--- config.mk ---
export PLATFORM = sky130hd
export DESIGN_NAME = scan_logic_fabric
export DESIGN_NICKNAME = d
export VERILOG_FILES = /design/src/rtl/slf_pkg.sv /design/src/rtl/slf_rst_sync.sv /design/src/rtl/slf_cfg_chain.sv /design/src/rtl/slf_lut_cell.sv /design/src/rtl/slf_switch.sv /design/src/rtl/scan_logic_fabric.sv
export SDC_FILE = /design/constraint.sdc
export NUM_CORES = 1
export LEC_CHECK = 0
export ABC_CLOCK_PERIOD_IN_PS = 8600
export CAP_MARGIN = 0
export CORE_MARGIN = 2
export CORE_UTILIZATION = 57
export DETAILED_ROUTE_END_ITERATION = 16
export GPL_TIMING_DRIVEN = 0
export HOLD_SLACK_MARGIN = 0.08
export PLACE_DENSITY = 0.76
export REMOVE_ABC_BUFFERS = 1
export SYNTH_ARGS = -nofsm -noshare
export SYNTH_HDL_FRONTEND = slang
export SYNTH_HIERARCHICAL = 1
export SYNTH_SLANG_ARGS = --single-unit
--- constraint.sdc ---
create_clock -name clk -period 8.6 [get_ports clk]
set_clock_uncertainty 0.2 [all_clocks]
set_input_delay 0.86 -clock clk [delete_from_list [all_inputs] [get_ports clk]]
set_output_delay 0.86 -clock clk [all_outputs]
set_load 0.01 [all_outputs]
--- src/rtl/slf_pkg.sv ---
package slf_pkg;
  // cell geometry
  localparam int LUT_IN    = 3;
  localparam int LUT_OUT   = 2;
  // switch geometry
  localparam int XBAR_IN   = 4;
  localparam int XBAR_OUT  = 2;
  localparam int RST_STAGES = 2;

  // derived sizes
  localparam int LUT_WORDS = 1 << LUT_IN;
  localparam int TBL_BITS  = LUT_WORDS * LUT_OUT;
  localparam int XSEL_W    = $clog2(XBAR_IN);
  localparam int XBAR_BITS = XBAR_OUT * XSEL_W;
  localparam int CELL_BITS = TBL_BITS + LUT_OUT;
  localparam int CHAIN_LEN = 2 * CELL_BITS + XBAR_BITS;

  // field offsets along the chain
  localparam int A_OFF  = 0;
  localparam int XB_OFF = CELL_BITS;
  localparam int B_OFF  = CELL_BITS + XBAR_BITS;
endpackage

--- src/rtl/slf_rst_sync.sv ---
module slf_rst_sync #(
  parameter int STAGES = 2
) (
  input  logic clk,
  input  logic rst_n_async,
  output logic rst_n_sync
);
  logic [STAGES-1:0] sync_q;
  logic [STAGES-1:0] sync_d;

  always_comb begin
    sync_d = {sync_q[STAGES-2:0], 1'b1};
  end

  always_ff @(posedge clk or negedge rst_n_async) begin
    if (!rst_n_async) sync_q <= '0;
    else              sync_q <= sync_d;
  end

  assign rst_n_sync = sync_q[STAGES-1];
endmodule

--- src/rtl/slf_cfg_chain.sv ---
module slf_cfg_chain #(
  parameter int LEN = 40
) (
  input  logic           clk,
  input  logic           rst_n,
  input  logic           shift_en,
  input  logic           sdi,
  output logic           sdo,
  output logic [LEN-1:0] cfg
);
  logic [LEN-1:0] cfg_q;
  logic [LEN-1:0] cfg_d;

  // new bits enter at the top and walk toward position 0
  always_comb begin
    if (shift_en) cfg_d = {sdi, cfg_q[LEN-1:1]};
    else          cfg_d = cfg_q;
  end

  always_ff @(posedge clk or negedge rst_n) begin
    if (!rst_n) cfg_q <= '0;
    else        cfg_q <= cfg_d;
  end

  assign cfg = cfg_q;
  assign sdo = cfg_q[0];
endmodule

--- src/rtl/slf_lut_cell.sv ---
module slf_lut_cell #(
  parameter int IN_W  = 3,
  parameter int OUT_W = 2,
  localparam int WORDS = 1 << IN_W,
  localparam int TBL_W = WORDS * OUT_W
) (
  input  logic             clk,
  input  logic             rst_n,
  input  logic             hold,
  input  logic [TBL_W-1:0] tbl,
  input  logic [OUT_W-1:0] reg_sel,
  input  logic [IN_W-1:0]  addr,
  output logic [OUT_W-1:0] word,
  output logic [OUT_W-1:0] q,
  output logic [OUT_W-1:0] y
);
  logic [OUT_W-1:0] q_d;

  assign word = tbl[addr*OUT_W +: OUT_W];

  // flops are forced clear while the fabric is being programmed
  always_comb begin
    if (hold) q_d = '0;
    else      q_d = word;
  end

  always_ff @(posedge clk or negedge rst_n) begin
    if (!rst_n) q <= '0;
    else        q <= q_d;
  end

  for (genvar g = 0; g < OUT_W; g++) begin : g_outsel
    assign y[g] = reg_sel[g] ? q[g] : word[g];
  end
endmodule

--- src/rtl/slf_switch.sv ---
module slf_switch #(
  parameter int N_IN  = 4,
  parameter int N_OUT = 2,
  localparam int SEL_W = $clog2(N_IN)
) (
  input  logic [N_IN-1:0]        m,
  input  logic [N_OUT*SEL_W-1:0] sel,
  output logic [N_OUT-1:0]       o
);
  for (genvar g = 0; g < N_OUT; g++) begin : g_mux
    assign o[g] = m[sel[g*SEL_W +: SEL_W]];
  end
endmodule

--- src/rtl/scan_logic_fabric.sv ---
module scan_logic_fabric
  import slf_pkg::*;
(
  input  logic                 clk,
  input  logic                 rst_n,
  input  logic                 prog_en,
  input  logic                 prog_sdi,
  output logic                 prog_sdo,
  input  logic [LUT_IN-1:0]    usr_in,
  output logic [2*LUT_OUT-1:0] usr_out
);
  logic                 rst_n_i;
  logic [CHAIN_LEN-1:0] cfg_bits;
  logic [LUT_OUT-1:0]   a_word, a_q, a_y;
  logic [LUT_OUT-1:0]   b_word, b_q, b_y;
  logic [XBAR_IN-1:0]   sw_in;
  logic [XBAR_OUT-1:0]  sw_out;
  logic [LUT_IN-1:0]    b_addr;

  slf_rst_sync #(.STAGES(RST_STAGES)) u_rst (
    .clk(clk), .rst_n_async(rst_n), .rst_n_sync(rst_n_i)
  );

  slf_cfg_chain #(.LEN(CHAIN_LEN)) u_chain (
    .clk(clk), .rst_n(rst_n_i), .shift_en(prog_en),
    .sdi(prog_sdi), .sdo(prog_sdo), .cfg(cfg_bits)
  );

  slf_lut_cell #(.IN_W(LUT_IN), .OUT_W(LUT_OUT)) u_cell_a (
    .clk(clk), .rst_n(rst_n_i), .hold(prog_en),
    .tbl(cfg_bits[A_OFF +: TBL_BITS]),
    .reg_sel(cfg_bits[A_OFF+TBL_BITS +: LUT_OUT]),
    .addr(usr_in), .word(a_word), .q(a_q), .y(a_y)
  );

  // candidates: first-cell outputs below, spare primary inputs above
  assign sw_in = {usr_in[XBAR_IN-LUT_OUT-1:0], a_y};

  slf_switch #(.N_IN(XBAR_IN), .N_OUT(XBAR_OUT)) u_switch (
    .m(sw_in), .sel(cfg_bits[XB_OFF +: XBAR_BITS]), .o(sw_out)
  );

  assign b_addr = {usr_in[LUT_IN-1:XBAR_OUT], sw_out};

  slf_lut_cell #(.IN_W(LUT_IN), .OUT_W(LUT_OUT)) u_cell_b (
    .clk(clk), .rst_n(rst_n_i), .hold(prog_en),
    .tbl(cfg_bits[B_OFF +: TBL_BITS]),
    .reg_sel(cfg_bits[B_OFF+TBL_BITS +: LUT_OUT]),
    .addr(b_addr), .word(b_word), .q(b_q), .y(b_y)
  );

  assign usr_out = {b_y, a_y};
endmodule

==> metrics.txt <==
area occupied by multi-input gates 997.2 um^2; WL/cell 16.33 um; max-cap check violation count 0; Post-route DRC 0; Initial Utilization ~60%; vias in the first global route 1,166; Hold Crit Class register to register; CTS tree yes; area occupied by registers 0.001152 mm^2; I/O Buffers 11; GRT overflow 0; # setup viols final 0; fin crit share 64.38%; Layout Nets 160; origin of the critical flop-to-flop path u_chain/cfg[0]; PostCTS Resize Cnt 0; DRT iter0 DRCs 66; layout cells sized above 1 48.70%; post-synthesis area per instance 15.66 um^2; Setup WS pre-CTS between 3 and 4 ns; Critical Path Start Type input port; maximum clock frequency 180.6 MHz; pin count of the biggest net entering global routing 45; final setup TNS 0 ns; Routed Antenna Nets 0; Setup CP Type input port to output pin; Via density 5.837; DP Wirelength about 2200 um; Tot GR Track Use around 18%; DR vias around 1,200; worst reg-to-reg path cell count 7; clock buffer depth 2; # IOs 12; CTS H-Tree Depth 2; first-pass GRT wire length 5720 um; PwrDens approximately 290 mW/mm^2; slew margin rel. 38.96%; FF-to-FF setup slack about 5.8 ns; CP Capture Type output pin; Clk Latency, worst-skew pair 0.29 ns; Die Y-Extent 66.46 um; Post-Synthesis Cells approximately 140; max-slew violations 0; worst r2r dst u_cell_b/q[1]; initial antenna violation count 0; Setup Buffers After CTS 0; Clock Sinks between 40 and 50; Hold Startpoint u_rst/sync_q[0]; setup ws final around 3.1 ns; Fin Hold WS 0.1521 ns; Hold Crit Depth 0; die width 66.46 um; Max FO, Critical Path 14; worst-margin pin slew 0.9156 ns; first drt pass iteration count 4; Layout Area Growth over Synthesis 8.216%; RD Place Congestion 0.7276; final core occ between 60% and 70%; CP required 7.54 ns; Root Driver clkbuf_8; core area 0.003716 mm^2; clock-pin slew on the worst setup and hold paths approximately 0.080 ns; yosys warns 6; cts hold-fix bufs 0; Post-Route WL around 3300 um; FILL cells between 200 and 300; RSZ-0062 raised after global routing no; die area approximately 0.0044 mm^2; WP data arrival between 4 and 5 ns; row count 22; Peak supply drop 0.1655 mV; status finished, final reports clean; ant diodes 0; Fin. Hold Viols 0; static leakage 1.053 nW; minimum clock period 5.537 ns; total CTS buffers 5; Hold EP u_rst/sync_q[1]; synthesized cell area roughly 0.0022 mm^2
-- layer usage --
metal / track usage, % / share of wire (%)
met5: 0 / 0
met4: 6.888 / 1.5
met3: 5.574 / 3.6
met2: 28.00 / 51
met1: 23.27 / 44
-- per-stage QoR --
stage                     cells  power (mW)  instance area [um^2]
after floorplan             135      0.5115                  2148
after global placement      194      0.5680                  2318
after detailed placement    194      0.5796                  2315
after CTS                   202      0.7131                  2406
after global routing        202      0.7502                  2406
final                       202      0.7057                  2406
-- layout make-up --
type	instances	area share, %
Sequential cell	46	47.89
Timing Repair Buffer	11	4.368
Clock buffer	7	3.588
Multi-Input combinational cell	89	41.45
Clock inverter	1	0.2080
Tap cell	48	2.496
-- cells in the final DEF, fill, tap and decap left out --
| cell type | n |
|---|---|
| a2111oi_2 | 2 |
| a2111oi_4 | 2 |
| a211oi_2 | 4 |
| and2b_1 | 4 |
| and2b_4 | 2 |
| buf_2 | 1 |
| clkbuf_1 | 1 |
| clkbuf_8 | 6 |
| clkdlybuf4s50_1 | 10 |
| clkinv_2 | 1 |
| conb_1 | 1 |
| dfrtp_1 | 45 |
| dfrtp_2 | 1 |
| mux2_1 | 2 |
| mux2_2 | 40 |
| mux2_4 | 6 |
| mux4_2 | 2 |
| nand2_1 | 6 |
| nand2b_1 | 4 |
| nor2b_1 | 2 |
| nor4_1 | 4 |
| o22ai_2 | 4 |
| o41ai_2 | 4 |
-- how the worst max path moves through the flow --
stage | start | end | cells past startpoint
after floorplan | usr_in[0] | usr_out[3] | 7
after global placement | usr_in[0] | usr_out[3] | 9
after detailed placement | usr_in[0] | usr_out[3] | 9
after CTS | usr_in[0] | usr_out[3] | 9
after global routing | usr_in[0] | usr_out[3] | 9
final | usr_in[0] | usr_out[3] | 9
-- registers in the layout, indices dropped and copies added, names as in the netlist --
signal,count
u_chain/cfg,40
u_rst/sync_q,2
u_cell_b/q,2
u_cell_a/q,2
-- worst max-delay path: stages --
cell             delay, ns
clkdlybuf4s50_1       0.92
and2b_4               0.28
a2111oi_4             0.35
o41ai_2               0.15
mux4_2                0.65
and2b_4               0.33
a2111oi_4             0.05
o41ai_2               0.29
clkdlybuf4s50_1       0.58
-- where the power goes --
group / internal (mW) / total, mW / switching (mW)
Clock: 0.0648 / 0.132 / 0.0673
Sequential: 0.281 / 0.335 / 0.0547
Combinational: 0.143 / 0.238 / 0.0955
Power figures use the tool's default switching activity.
